## src/rtl/frm_pkg.sv

```systemverilog
package frm_pkg;

  typedef enum logic [1:0] {
    ST_HUNT = 2'd0,
    ST_HDR  = 2'd1,
    ST_PAY  = 2'd2,
    ST_TAIL = 2'd3
  } frm_state_e;

endpackage

```

## src/rtl/frm_destuff.sv

```systemverilog
module frm_destuff #(
  parameter int RUN_LEN = 6
) (
  input  logic clk,
  input  logic rst,
  input  logic clr,
  input  logic en,
  input  logic in_vld,
  input  logic in_bit,
  output logic out_vld,
  output logic out_bit,
  output logic drop,
  output logic err,
  output logic run_full_nxt
);
  localparam int RW = $clog2(RUN_LEN + 1);
  localparam logic [RW-1:0] RUN_MAX = RW'(RUN_LEN);

  logic [RW-1:0] run_q, run_d;
  logic          slot, take;

  // next zero-run length after one line bit
  function automatic logic [RW-1:0] next_run(input logic [RW-1:0] cur,
                                             input logic b,
                                             input logic at_slot);
    if (at_slot || b) return '0;
    return cur + RW'(1);
  endfunction

  assign slot = (run_q == RUN_MAX);
  assign take = en && in_vld;

  always_comb begin
    out_vld      = take && !slot;
    out_bit      = in_bit;
    drop         = take && slot && in_bit;
    err          = take && slot && !in_bit;
    run_d        = take ? next_run(run_q, in_bit, slot) : run_q;
    run_full_nxt = (run_d == RUN_MAX);
  end

  always_ff @(posedge clk) begin
    if (rst || clr) run_q <= '0;
    else            run_q <= run_d;
  end

  p_run_bound_r3: assert property (@(posedge clk) disable iff (rst)
    run_q <= RUN_MAX);
  p_drop_clears_run_r3: assert property (@(posedge clk) disable iff (rst)
    drop |=> run_q == '0);
  p_no_data_in_slot_r4: assert property (@(posedge clk) disable iff (rst)
    (err || drop) |-> !out_vld);

endmodule

```

## src/rtl/frm_sync_hunt.sv

```systemverilog
module frm_sync_hunt #(
  parameter int PRE_LEN = 3
) (
  input  logic clk,
  input  logic rst,
  input  logic en,
  input  logic in_vld,
  input  logic in_bit,
  output logic found
);
  localparam int PW = $clog2(PRE_LEN + 1);
  localparam logic [PW-1:0] LAST = PW'(PRE_LEN - 1);

  logic [PW-1:0] ones_q;

  assign found = en && in_vld && in_bit && (ones_q == LAST);

  always_ff @(posedge clk) begin
    if (rst || !en)   ones_q <= '0;
    else if (in_vld)  ones_q <= (in_bit && !found) ? ones_q + PW'(1) : '0;
  end

  p_ones_bound_r2: assert property (@(posedge clk) disable iff (rst)
    ones_q <= LAST);
  p_found_restarts_r2: assert property (@(posedge clk) disable iff (rst)
    found |=> ones_q == '0);

endmodule

```

## src/rtl/frm_word_asm.sv

```systemverilog
module frm_word_asm #(
  parameter int WORD_W = 16
) (
  input  logic              clk,
  input  logic              rst,
  input  logic              clr,
  input  logic              in_vld,
  input  logic              in_bit,
  output logic              done,
  output logic [WORD_W-1:0] word
);
  localparam int IW = $clog2(WORD_W);
  localparam logic [IW-1:0] LAST = IW'(WORD_W - 1);

  logic [IW-1:0]     idx_q;
  logic [WORD_W-2:0] sh_q;

  assign word = {sh_q, in_bit};
  assign done = in_vld && (idx_q == LAST);

  always_ff @(posedge clk) begin
    if (rst || clr) begin
      idx_q <= '0;
      sh_q  <= '0;
    end else if (in_vld) begin
      idx_q <= done ? '0 : idx_q + IW'(1);
      sh_q  <= word[WORD_W-2:0];
    end
  end

  p_done_wraps_r6: assert property (@(posedge clk) disable iff (rst)
    done |=> idx_q == '0);

endmodule

```

## src/rtl/frm_destuff_rx.sv

```systemverilog
module frm_destuff_rx #(
  parameter int WORD_W  = 16,
  parameter int LEN_W   = 10,
  parameter int RUN_LEN = 6,
  parameter int PRE_LEN = 3
) (
  input  logic              clk,
  input  logic              rst,
  input  logic              bit_vld,
  input  logic              bit_dat,
  output logic [WORD_W-1:0] o_word,
  output logic              o_word_vld,
  output logic              o_sof,
  output logic              o_eof,
  output logic              o_err
);
  import frm_pkg::*;

  frm_state_e        state_q;
  logic [LEN_W-1:0]  remain_q;
  logic              first_q;

  // named internal events
  logic              ev_lock, ev_bit, ev_bit_val, ev_drop, ev_viol, ev_tail_due;
  logic              ev_word, asm_vld, asm_clr;
  logic [WORD_W-1:0] asm_word;
  logic              in_frame;

  function automatic logic [LEN_W-1:0] hdr_count(input logic [WORD_W-1:0] h);
    return h[LEN_W-1:0];
  endfunction

  assign in_frame = (state_q != ST_HUNT);
  assign asm_vld  = ev_bit && (state_q == ST_HDR || state_q == ST_PAY);
  assign asm_clr  = ev_lock || ev_viol;

  frm_sync_hunt #(.PRE_LEN(PRE_LEN)) u_hunt (
    .clk(clk), .rst(rst), .en(!in_frame),
    .in_vld(bit_vld), .in_bit(bit_dat), .found(ev_lock)
  );

  frm_destuff #(.RUN_LEN(RUN_LEN)) u_dst (
    .clk(clk), .rst(rst), .clr(ev_lock), .en(in_frame),
    .in_vld(bit_vld), .in_bit(bit_dat),
    .out_vld(ev_bit), .out_bit(ev_bit_val), .drop(ev_drop),
    .err(ev_viol), .run_full_nxt(ev_tail_due)
  );

  frm_word_asm #(.WORD_W(WORD_W)) u_asm (
    .clk(clk), .rst(rst), .clr(asm_clr),
    .in_vld(asm_vld), .in_bit(ev_bit_val),
    .done(ev_word), .word(asm_word)
  );

  always_ff @(posedge clk) begin
    if (rst) begin
      state_q    <= ST_HUNT;
      remain_q   <= '0;
      first_q    <= 1'b0;
      o_word     <= '0;
      o_word_vld <= 1'b0;
      o_sof      <= 1'b0;
      o_eof      <= 1'b0;
      o_err      <= 1'b0;
    end else begin
      o_word_vld <= 1'b0;
      o_sof      <= 1'b0;
      o_eof      <= 1'b0;
      o_err      <= 1'b0;
      if (in_frame && ev_viol) begin
        o_err   <= 1'b1;
        state_q <= ST_HUNT;
      end else begin
        unique case (state_q)
          ST_HUNT: if (ev_lock) state_q <= ST_HDR;
          ST_HDR: if (ev_word) begin
            if (hdr_count(asm_word) == '0) begin
              state_q <= ev_tail_due ? ST_TAIL : ST_HUNT;
            end else begin
              state_q  <= ST_PAY;
              remain_q <= hdr_count(asm_word);
              first_q  <= 1'b1;
            end
          end
          ST_PAY: if (ev_word) begin
            o_word     <= asm_word;
            o_word_vld <= 1'b1;
            o_sof      <= first_q;
            o_eof      <= (remain_q == LEN_W'(1));
            first_q    <= 1'b0;
            remain_q   <= remain_q - LEN_W'(1);
            if (remain_q == LEN_W'(1))
              state_q <= ev_tail_due ? ST_TAIL : ST_HUNT;
          end
          ST_TAIL: if (ev_drop) state_q <= ST_HUNT;
          default: state_q <= ST_HUNT;
        endcase
      end
    end
  end

  p_reset_quiet_r12: assert property (@(posedge clk)
    rst |=> !o_word_vld && !o_err && !o_sof && !o_eof && state_q == ST_HUNT);
  p_vld_from_pay_r6: assert property (@(posedge clk) disable iff (rst)
    o_word_vld |-> $past(state_q) == ST_PAY);
  p_sof_with_vld_r7: assert property (@(posedge clk) disable iff (rst)
    o_sof |-> o_word_vld);
  p_eof_with_vld_r7: assert property (@(posedge clk) disable iff (rst)
    o_eof |-> o_word_vld);
  p_err_to_hunt_r4: assert property (@(posedge clk) disable iff (rst)
    o_err |-> state_q == ST_HUNT && !o_word_vld);
  p_pay_has_count_r5: assert property (@(posedge clk) disable iff (rst)
    state_q == ST_PAY |-> remain_q != '0);
  p_tail_after_zeros_r10: assert property (@(posedge clk) disable iff (rst)
    state_q == ST_TAIL |-> !ev_bit);

endmodule

```

## config.mk

```make
export PLATFORM = sky130hd
export DESIGN_NAME = frm_destuff_rx
export DESIGN_NICKNAME = d
export VERILOG_FILES = /design/src/rtl/frm_pkg.sv /design/src/rtl/frm_destuff.sv /design/src/rtl/frm_sync_hunt.sv /design/src/rtl/frm_word_asm.sv /design/src/rtl/frm_destuff_rx.sv
export SDC_FILE = /design/constraint.sdc
export NUM_CORES = 1
export LEC_CHECK = 0
export BUFFER_PORTS_ARGS = -buffer_cell sky130_fd_sc_hd__buf_2
export CAP_MARGIN = 25
export CORE_ASPECT_RATIO = 1.2
export CORE_MARGIN = 2
export CORE_UTILIZATION = 45
export DETAILED_ROUTE_END_ITERATION = 16
export PLACE_DENSITY = 0.61
export SLEW_MARGIN = 20
export SYNTH_ARGS = -nofsm -noshare
export SYNTH_HDL_FRONTEND = slang
export SYNTH_HIERARCHICAL = 1
export SYNTH_SLANG_ARGS = --single-unit
```

## constraint.sdc

```tcl
create_clock -name clk -period 5.8 [get_ports clk]
set_input_delay 0.58 -clock clk [delete_from_list [all_inputs] [get_ports clk]]
set_output_delay 0.58 -clock clk [all_outputs]
set_load 0.05 [all_outputs]
```

==> flow_summary.yaml <==
status:
  status: "complete, no violations"
layout:
  final_cell_area_um2: 2980
  antennaDiodeCount: 0
  nNetsFinal: 342
  area_growth_pct: 11.6
  drive_gt1_frac: 0.135
hold_path:
  hp-class: "reg -> reg"
  worstHoldPathCells: 2
routing:
  drc: 0
  drt_iter0_drc: 101
  ant_nets: 0
  firstDrtPassIters: 4
  vias: 2174
  via_per_inst: 5.26
  wl_per_cell_um: 13.7
  routed_wl_mm: 5.65
logic_synthesis:
  syn_avg_cell_area_um2: 8.63
  ys_seq_area_frac: 0.428
  synth_nets: 323
  synth_cells: 309
  yosys_warnings: 6
  syn_area_um2: 2670
  synth-seq-cells: 57
  synth.distinct_cells: 51
  synth_edf_count: 0
  async_flop_share: 0
  synth_flop_cell: "dfxtp_1"
placed_design:
  hpwl_mm: 3.72
  gp_congestion: 0.811
  placed_cell_area_um2: 2790
  port_buffers: 23
  pre_cts_slack_ns: 2.21
clocking:
  post_cts_buffers: 0
  cts_sinks: 57
  cts_root_buf: "clkbuf_8"
  ctsHoldBuffers: 0
  clk_pin_slew_ns: 0.07
  numCtsBuffers: 9
  cts_tree: "built"
  cts_resized: 0
  clkLatencyLatePin_ns: 0.34
  clockBufferDepth: 2
  h-tree-depth: 3
grt:
  track_usage: 0.195
  grt_max_degree: 40
  grt_pass1_vias: 2033
  antenna_found_initial: 0
  gr-total-overflow: 0
  grt_pass1_wl_mm: 9.76
setup_path:
  critPathKind: "reg -> reg"
  reg2regPathDepth: 11
  worst-path-max-fanout: 18
  crit_path_end_kind: "flip-flop"
  critPathArrivalTime_ns: 3.49
  cp-start-kind: "flip-flop"
  required_ns: 6.08
floorplanning:
  die_w_um: 74.3
  fp.coreArea_um2: 5710
  ios: 24
  rows: 30
  die_height_um: 88.3
  initial_utilization: 0.468
  dieArea_um2: 6560
pwr:
  leakage_nw: 1.11
  pwr-share-seq: 0.531
  sw_frac_of_total: 0.253
  peakVddDrop_mv: 0.177
  p_comb_frac: 0.045
  p_int_mw: 0.556
  power_density_nw_per_um2: 250
  p_sw_mw: 0.188
  clkPwrFrac: 0.424
timing:
  fmax_mhz: 312
  tns_ns: 0
  min_period_ns: 3.20
  hold_viol: 0
  final_max_slew_viol_count: 0
  setup_ws_ns: 2.60
  slew_headroom: 0.399
  skew_ns: 0.00517
  rsz0062_at_grt: "no"
  worstMarginPinSlew_ns: 0.901
  period_share: 0.553
  setup_viol: 0
run:
  drv_cap: 0
## power groups by stage
stage	Combinational, mW	Clock [mW]	Sequential (mW)
after floorplan	0.0280	0	0.404
after global placement	0.0332	0	0.404
after detailed placement	0.0335	0	0.404
after CTS	0.0339	0.324	0.395
after global routing	0.0378	0.343	0.395
final	0.0337	0.316	0.395
## flip-flops by register name, summed over array words and instances, names as in the netlist, 2 cells and up
register	count
u_hunt/ones_q	2
o_word	16
u_asm/idx_q	4
u_dst/run_q	3
state_q	2
u_asm/sh_q	15
remain_q	10
## layout by cell type (no fill, tap or decap), types with 10 or more instances in the layout
cell type / count
inv_1: 14
ha_1: 10
a21oi_1: 32
o21ai_0: 13
nor2b_1: 10
dfxtp_1: 57
nand2_1: 42
buf_2: 23
nor2_1: 24
mux2i_1: 19
## synthesized netlist by cell type, types with 2 or more instances
cell,count,share of area
nor3_1,9,0.017
nand3_1,3,0.0056
o211ai_1,2,0.0056
ha_1,10,0.047
mux2i_1,19,0.071
clkbuf_1,11,0.015
buf_4,4,0.011
a221oi_1,2,0.0066
nor2_1,24,0.034
and3_1,5,0.012
nand2_1,42,0.059
inv_1,14,0.020
o21ai_0,13,0.024
or3_1,2,0.0047
nor4_1,2,0.0047
a31oi_1,3,0.0070
nor2b_1,10,0.023
a21boi_0,4,0.011
a21oi_1,32,0.060
and2_1,2,0.0047
a41oi_1,2,0.0066
nand2b_1,6,0.014
nand4bb_1,2,0.0084
dfxtp_1,57,0.43
and4_1,3,0.0099
## per-stage QoR
| step | util | std cells | hold slack, ns | power, mW |
|---|---|---|---|---|
| 2_1_floorplan | - | 309 | 0.425 | 0.432 |
| 3_3_place_gp | 0.488 | 395 | 0.442 | 0.437 |
| 3_5_place_dp | 0.488 | 395 | 0.446 | 0.438 |
| 4_1_cts | 0.517 | 411 | 0.456 | 0.753 |
| 5_1_grt | 0.522 | 413 | 0.479 | 0.776 |
| 6_report | 0.522 | 413 | 0.451 | 0.744 |
## layer usage
| layer | global-route usage | part of all wire |
|---|---|---|
| met1 | 0.257 | 0.48 |
| met5 | 0 | 0 |
| met2 | 0.305 | 0.47 |
| met3 | 0.0421 | 0.025 |
| met4 | 0.0942 | 0.024 |
## cell families (layout without fill, tap and decap cells)
| family | Yosys count | after routing | synth area share |
|---|---|---|---|
| flip-flops | 57 | 57 | 0.428 |
| multiplexers | 20 | 20 | 0.0755 |
| XOR/XNOR | 1 | 1 | 0.00328 |
| AND/OR/NAND/NOR | 120 | 120 | 0.228 |
| AO/OA/AOI/OAI | 70 | 70 | 0.162 |
| buffers and inverters | 31 | 55 | 0.0563 |
| adder cells (fa/ha/maj) | 10 | 10 | 0.0469 |
## critical path, cell delays in order (launching register included)
cell and delay [ns]:
dfxtp_1 0.37, inv_1 0.09, ha_1 0.25, inv_1 0.12, nand2_2 0.13, a21oi_1 0.13
and2_1 0.35, buf_8 0.23, and4_1 0.33, nand3_1 0.57, nor2_1 0.33, and4_1 0.23
## layout make-up
class	count	area [um2]
Tap cell	80	100
Timing Repair Buffer	25	145
Clock buffer	10	128
Fill cell	589	2730
Sequential cell	57	1140
Inverter	14	52.6
Multi-Input combinational cell	221	1380
Clock inverter	6	35.0
## worst paths after layout
path | start | endpoint | slack [ns]
setup / recovery | state_q[1]$_SDFFE_PP0P_ | o_eof$_SDFF_PP0_ | 2.60
hold / removal | o_word[6]$_SDFFE_PP0P_ | o_word[6]$_SDFFE_PP0P_ | 0.45
setup reg to reg | state_q[1]$_SDFFE_PP0P_ | o_eof$_SDFF_PP0_ | 2.60
hold reg to reg | o_word[6]$_SDFFE_PP0P_ | o_word[6]$_SDFFE_PP0P_ | 0.45
No activity file was read; power rests on OpenSTA's default activity.
